--- src/rtl/bru_pkg.sv ---
package bru_pkg;

    localparam int XLEN       = 64;
    localparam int OPC_W      = 6;
    localparam int DISP_W     = 21;
    localparam int INSN_BYTES = 4;
    localparam int INSN_SHIFT = 2;
    localparam int EXT_W      = XLEN - DISP_W - INSN_SHIFT;

    typedef enum logic [2:0] {
        BK_NONE,
        BK_ALWAYS,
        BK_LOWCLR,
        BK_LOWSET,
        BK_INT,
        BK_FP
    } br_kind_e;

    // Relation code equals the low three opcode bits of the compare forms
    typedef enum logic [2:0] {
        RL_NONE = 3'd0,
        RL_EQ   = 3'd1,
        RL_LT   = 3'd2,
        RL_LE   = 3'd3,
        RL_RSV  = 3'd4,
        RL_NE   = 3'd5,
        RL_GE   = 3'd6,
        RL_GT   = 3'd7
    } br_rel_e;

    typedef struct packed {
        br_kind_e kind;
        br_rel_e  rel;
        logic     links;
    } br_decode_t;

    typedef struct packed {
        logic is_zero;
        logic is_neg;
    } sign_class_t;

    typedef struct packed {
        logic [XLEN-1:0] target;
        logic [XLEN-1:0] next_pc;
        logic [XLEN-1:0] link_data;
        logic            taken;
        logic            link_we;
    } br_result_t;

    function automatic br_decode_t decode_op(input logic [OPC_W-1:0] op);
        br_decode_t d;
        d.kind  = BK_NONE;
        d.rel   = RL_NONE;
        d.links = 1'b0;
        if (op[5:4] == 2'b11) begin
            unique case (op[2:0])
                3'd0: begin
                    d.kind  = op[3] ? BK_LOWCLR : BK_ALWAYS;
                    d.links = ~op[3];
                end
                3'd4: begin
                    d.kind  = op[3] ? BK_LOWSET : BK_ALWAYS;
                    d.links = ~op[3];
                end
                default: begin
                    d.kind = op[3] ? BK_INT : BK_FP;
                    d.rel  = br_rel_e'(op[2:0]);
                end
            endcase
        end
        return d;
    endfunction

    function automatic sign_class_t classify_int(input logic [XLEN-1:0] v);
        sign_class_t c;
        c.is_zero = (v == '0);
        c.is_neg  = v[XLEN-1];
        return c;
    endfunction

    function automatic sign_class_t classify_fp(input logic [XLEN-1:0] v);
        sign_class_t c;
        c.is_zero = (v[XLEN-2:0] == '0);
        c.is_neg  = v[XLEN-1] & ~c.is_zero;
        return c;
    endfunction

    function automatic logic rel_holds(input br_rel_e rel, input sign_class_t c);
        logic r;
        case (rel)
            RL_EQ:   r = c.is_zero;
            RL_LT:   r = c.is_neg;
            RL_LE:   r = c.is_neg | c.is_zero;
            RL_NE:   r = ~c.is_zero;
            RL_GE:   r = ~c.is_neg;
            RL_GT:   r = ~c.is_neg & ~c.is_zero;
            default: r = 1'b0;
        endcase
        return r;
    endfunction

    function automatic logic [XLEN-1:0] disp_offset(input logic [DISP_W-1:0] d);
        return {{EXT_W{d[DISP_W-1]}}, d, {INSN_SHIFT{1'b0}}};
    endfunction

endpackage

--- src/rtl/bru_decode.sv ---
module bru_decode
    import bru_pkg::*;
(
    input  logic [OPC_W-1:0] opcode_i,
    output br_decode_t       dec_o
);
    assign dec_o = decode_op(opcode_i);
endmodule

--- src/rtl/bru_target.sv ---
module bru_target
    import bru_pkg::*;
(
    input  logic [XLEN-1:0]   pc_i,
    input  logic [DISP_W-1:0] disp_i,
    output logic [XLEN-1:0]   seq_pc_o,
    output logic [XLEN-1:0]   target_o
);
    assign seq_pc_o = pc_i + XLEN'(INSN_BYTES);
    assign target_o = seq_pc_o + disp_offset(disp_i);
endmodule

--- src/rtl/bru_cond.sv ---
module bru_cond
    import bru_pkg::*;
(
    input  br_kind_e        kind_i,
    input  br_rel_e         rel_i,
    input  logic [XLEN-1:0] val_i,
    output logic            pass_o
);
    sign_class_t sc_int;
    sign_class_t sc_fp;

    always_comb begin
        sc_int = classify_int(val_i);
        sc_fp  = classify_fp(val_i);
        case (kind_i)
            BK_ALWAYS: pass_o = 1'b1;
            BK_LOWCLR: pass_o = ~val_i[0];
            BK_LOWSET: pass_o = val_i[0];
            BK_INT:    pass_o = rel_holds(rel_i, sc_int);
            BK_FP:     pass_o = rel_holds(rel_i, sc_fp);
            default:   pass_o = 1'b0;
        endcase
    end
endmodule

--- src/rtl/branch_resolver.sv ---
module branch_resolver
    import bru_pkg::*;
#(
    parameter int REG_IDX_W = 5,
    parameter bit REG_OUT   = 1'b1
) (
    input  logic                 clk,
    input  logic                 rst,
    input  logic                 in_valid,
    input  logic [XLEN-1:0]      pc_i,
    input  logic [OPC_W-1:0]     opcode_i,
    input  logic [DISP_W-1:0]    disp_i,
    input  logic [REG_IDX_W-1:0] ra_idx_i,
    input  logic [XLEN-1:0]      ra_val_i,
    output logic [XLEN-1:0]      target_o,
    output logic                 taken_o,
    output logic [XLEN-1:0]      next_pc_o,
    output logic                 link_we_o,
    output logic [REG_IDX_W-1:0] link_idx_o,
    output logic [XLEN-1:0]      link_data_o
);

    br_decode_t      dec;
    logic            pass;
    logic [XLEN-1:0] seq_pc;
    logic [XLEN-1:0] target;
    br_result_t      res_c;

    bru_decode u_decode (
        .opcode_i (opcode_i),
        .dec_o    (dec)
    );

    bru_target u_target (
        .pc_i     (pc_i),
        .disp_i   (disp_i),
        .seq_pc_o (seq_pc),
        .target_o (target)
    );

    bru_cond u_cond (
        .kind_i (dec.kind),
        .rel_i  (dec.rel),
        .val_i  (ra_val_i),
        .pass_o (pass)
    );

    always_comb begin
        res_c.target    = target;
        res_c.taken     = in_valid & pass;
        res_c.next_pc   = res_c.taken ? target : seq_pc;
        res_c.link_we   = in_valid & dec.links;
        res_c.link_data = seq_pc;
    end

    generate
        if (REG_OUT) begin : g_reg
            br_result_t            res_q;
            logic [REG_IDX_W-1:0]  idx_q;
            logic                  armed;

            always_ff @(posedge clk) begin
                if (rst) begin
                    res_q <= '0;
                    idx_q <= '0;
                    armed <= 1'b0;
                end else begin
                    res_q <= res_c;
                    idx_q <= ra_idx_i;
                    armed <= 1'b1;
                end
            end

            assign target_o    = res_q.target;
            assign taken_o     = res_q.taken;
            assign next_pc_o   = res_q.next_pc;
            assign link_we_o   = res_q.link_we;
            assign link_idx_o  = res_q.link_we ? idx_q : '0;
            assign link_data_o = res_q.link_we ? res_q.link_data : '0;


            target_sum_chk: assert property (@(posedge clk) disable iff (rst || !armed)
                target_o == $past(pc_i) + XLEN'(INSN_BYTES) + disp_offset($past(disp_i)));


            fallthrough_chk: assert property (@(posedge clk) disable iff (rst || !armed)
                !taken_o |-> next_pc_o == $past(pc_i) + XLEN'(INSN_BYTES));


            nonbranch_quiet_chk: assert property (@(posedge clk) disable iff (rst || !armed)
                ($past(opcode_i[5:4]) != 2'b11) |-> (!taken_o && !link_we_o));


            link_implies_taken_chk: assert property (@(posedge clk) disable iff (rst)
                link_we_o |-> taken_o);


            link_payload_chk: assert property (@(posedge clk) disable iff (rst || !armed)
                link_we_o |-> (link_data_o == $past(pc_i) + XLEN'(INSN_BYTES)
                               && link_idx_o == $past(ra_idx_i)));


            idle_quiet_chk: assert property (@(posedge clk) disable iff (rst || !armed)
                !$past(in_valid) |-> (!taken_o && !link_we_o));


            reset_clear_chk: assert property (@(posedge clk)
                rst |=> (!taken_o && !link_we_o && target_o == '0 && next_pc_o == '0));
        end else begin : g_comb
            assign target_o    = res_c.target;
            assign taken_o     = res_c.taken;
            assign next_pc_o   = res_c.next_pc;
            assign link_we_o   = res_c.link_we;
            assign link_idx_o  = res_c.link_we ? ra_idx_i : '0;
            assign link_data_o = res_c.link_we ? res_c.link_data : '0;

            always_comb begin
                if (!rst) begin

                    comb_link_taken_chk: assert (!link_we_o || taken_o);
                end
            end
        end
    endgenerate

endmodule

--- config.mk ---
export PLATFORM = sky130hd
export DESIGN_NAME = branch_resolver
export DESIGN_NICKNAME = d
export VERILOG_FILES = /design/src/rtl/bru_pkg.sv /design/src/rtl/bru_decode.sv /design/src/rtl/bru_target.sv /design/src/rtl/bru_cond.sv /design/src/rtl/branch_resolver.sv
export SDC_FILE = /design/constraint.sdc
export NUM_CORES = 1
export LEC_CHECK = 0
export BUFFER_PORTS_ARGS = -buffer_cell sky130_fd_sc_hd__buf_2
export CAP_MARGIN = 20
export CORE_ASPECT_RATIO = 1.1
export CORE_MARGIN = 8
export CORE_UTILIZATION = 56
export DETAILED_ROUTE_END_ITERATION = 16
export GPL_ROUTABILITY_DRIVEN = 0
export GPL_TIMING_DRIVEN = 0
export PLACE_DENSITY = 0.91
export SLEW_MARGIN = 30
export SYNTH_ARGS = -nofsm -noshare
export SYNTH_HDL_FRONTEND = slang
export SYNTH_HIERARCHICAL = 1
export SYNTH_SLANG_ARGS = --single-unit
--- constraint.sdc ---
create_clock -name clk -period 13.3 [get_ports clk]
set_input_delay 2.66 -clock clk [delete_from_list [all_inputs] [get_ports clk]]
set_output_delay 2.66 -clock clk [all_outputs]
set_load 0.02 [all_outputs]
==> summary.txt <==
================================================================================
Inserted Clock Buffers                                                        17
Min Tclk post-route                                                      7.65 ns
RSZ-0062 raised after global routing                                       false
Violation count after the first detailed-routing iteration                   917
Final wirelength                                                        39000 µm
Area used by multi-input combinational logic                            7400 µm²
Placeable core region                                                  22600 µm²
Cell breakdown of the critical path                                 buf_2 -> and4_1 -> nand4_1 -> nor2_1 -> nand2_1 -> or2_2 -> nor3_1 -> nand2_1 -> xnor2_1 -> ha_1 -> clkbuf_1 -> nand2_1 -> o21ai_0 -> nand2_1 -> a21oi_1 -> nor2_1 -> o21ai_0 -> mux2i_1 -> o31ai_1 -> a211oi_1 -> nor2b_1 -> mux2_1
WHS                                                                      2.43 ns
Area share of the largest cell type after synthesis                        31.2%
# nets final                                                                2033
Mean area per synthesized cell                                          8.98 µm²
Final worst-path cycle share                                               57.5%
Cell type contributing the most total cell area after synthesis          dfxtp_1
First-pass GRT wire length                                              60600 µm
Remaining DRCs                                                                 0
Cells after synthesis                                                       1424
Cell at the root of the clock tree                                     clkbuf_16
Chip height                                                               174 µm
Post-layout util                                                           68.7%
Seq/Total Area, Yosys                                                      31.2%
Number of instances in the placed design                                    2082
Leftover overflow at the end of global routing                                 0
Required time of the critical path                                      13.68 ns
Worst EP arrival                                                         8.03 ns
Detail-routed net length per standard cell                               18.4 µm
Buffer depth of the longest clock path                                         2
CTS resizes                                                                    0
Critical path launch point type                                        input pin
Hold buffer count at CTS                                                       0
Worst Setup Path Type                                               input pin to register
H-Tree Depth                                                                   4
Number of flops mapped to enable cells by yosys                                0
Share of cells above drive strength 1                                      38.4%
Total area of sequential cells                                          3980 µm²
Post-synthesis instance area                                           12800 µm²
Least-Margin Pin Slew                                                   0.929 ns
Max Cap Violations                                                             0
Summed area of non-filler cells in the final layout                    15500 µm²
Maximum vdd ir drop                                                    0.0809 mV
Die X-Extent                                                              160 µm
Area growth from synthesis to final layout                                 21.6%
Power density cells                                                   109 nW/µm²
Vias                                                                       11800
Placed cell area                                                       15000 µm²
Number of buffers added for setup after CTS                                    0
Most frequent cell after synthesis                                       dfxtp_1
Main flop type after synthesis                                           dfxtp_1
Length of the first detailed-routing pass in iterations                        7
Final HPWL DP                                                           31400 µm
Number of antenna-violating nets in the routed design                          0
Largest cells by area after synthesis                               dfxtp_1 31%, buf_4 7.9%, ha_1 6.7%, xnor2_1 5.5%, mux2_2 4.7%
Most instantiated cells after synthesis                             199 x dfxtp_1, 135 x buf_4, 84 x nor2b_1
Crit-path max cell delay                                                 0.73 ns
Input/output buffers                                                         358
Endpoint kind of the worst setup timing path                            register
Count of unique library cells instantiated by Yosys                           86
TritonCTS clock tree                                                         yes
Reported leakage power                                                0.00753 µW
Final total negative setup slack                                            0 ns
Number of warnings printed during yosys synthesis                              6
Initial antenna violation count                                                1
Gr usage total                                                             26.6%
Synth Net Count                                                             1656
Share of async-settable or async-resettable flops after synthesis             0%
Pins Over Slew Limit                                                           0
Final Hold Violating Endpoints                                                 0
Most common cell on crit path                                            nand2_1
Class of the worst hold path                                        input pin to register
Number of global-route vias before repair                                  11800
Fmax achieved                                                            131 MHz
Clock sinks                                                                  199
Final Setup Violations                                                         0
Vias per cell                                                               5.55
Flop and latch count out of synthesis                                        199
Outcome                                                             finished, final reports clean
Worst max-slew margin expressed relative to the limit                      37.6%
Die outline area                                                       27900 µm²
Filler Cell Count                                                           1725
Top Ports                                                                    362
Std-Cell Rows                                                                 58
Final std cells w/o fill                                                    2117
Clock transition at the registers of the reported paths                  0.07 ns
Pin count of the biggest net entering global routing                          48
Initial cell density of the core                                           56.5%
Critical-path top delay cell                                              nor3_1
Highest net fanout along the worst path                                        7
================================================================================
[stage by stage]
step / worst slack [ns] / total power (µW)
after floorplan: 6.80 / 1030
after global placement: 5.49 / 1160
after detailed placement: 5.45 / 1180
after CTS: 5.88 / 1690
after global routing: 5.55 / 1770
final: 5.65 / 1690
[final timing paths]
path | startpoint | end | slack [ns] | cells past startpoint
setup / recovery | pc_i[9] | next_pc_o[62]$_SDFF_PP0_ | 5.65 | 22
hold / removal | ra_idx_i[2] | g_reg.idx_q[2]$_SDFF_PP0_ | 2.43 | 2
[critical path, delay by kind of cell]
kind / cells / cell delay [ns]
and+or+nand+nor: 11 / 2.83
AOI/OAI and AO/OA: 5 / 1.25
buffers and inverters: 2 / 0.41
muxes: 2 / 0.40
adders and majority gates: 1 / 0.28
xor gates and xnor gates: 1 / 0.19
[layer usage]
layer  track usage [%]  up-vias  part of all wire, %
met2              46.9      612                   49
met4              13.2        0                  4.6
met1              29.5     5441                   38
met5                 0        -                    0
met3              6.34      133                  8.2
li1                  -     5571                    -
[where the power goes]
group / switching (µW) / leakage, µW / internal [µW]
sequential: 14.8 / 0.00166 / 650
clock: 247 / 0.000278 / 271
combinational: 277 / 0.00559 / 233
[state kept, by name (all words and copies together), names as in the netlist]
name	count
g_reg.idx_q	5
next_pc_o	64
target_o	64
link_we_o	1
g_reg.res_q	64
taken_o	1
[logic make-up after synthesis]
logic type / share of synthesized area, %
AO/OA/AOI/OAI: 11.7
buffers and inverters: 11.0
AND/OR/NAND/NOR: 25.3
XOR/XNOR: 8.21
multiplexers: 5.79
adder cells (fa/ha/maj): 6.81
flip-flops: 31.2
[cell usage in the layout, fill, tap and decap left out, types with 19 or more instances in the layout]
cell,netlist,final
buf_4,135,136
xor2_1,38,38
xnor2_1,80,80
mux2_2,53,53
nand3_1,35,35
ha_1,68,68
o21ai_0,34,34
a21oi_1,81,81
nor2b_1,84,84
nor2_1,56,56
a21o_1,37,37
dfxtp_1,199,199
clkbuf_1,29,31
and2_1,75,75
nand2_1,77,77
o21bai_1,19,19
nand4_1,39,39
buf_2,14,371
nor2b_2,50,50
[final cells by class]
| type | instances | area share, % |
|---|---|---|
| multi-input cells | 1017 | 47.6 |
| flip-flops and latches | 199 | 25.6 |
| repair buffers | 358 | 11.5 |
| plain buffers | 191 | 8.65 |
| clock buffers | 20 | 2.87 |
| well taps | 300 | 2.41 |
| clock inverters | 12 | 0.845 |
| inverters | 17 | 0.411 |
| diodes | 3 | 0.0483 |
Note: power is estimated with default switching activity, not from simulation.
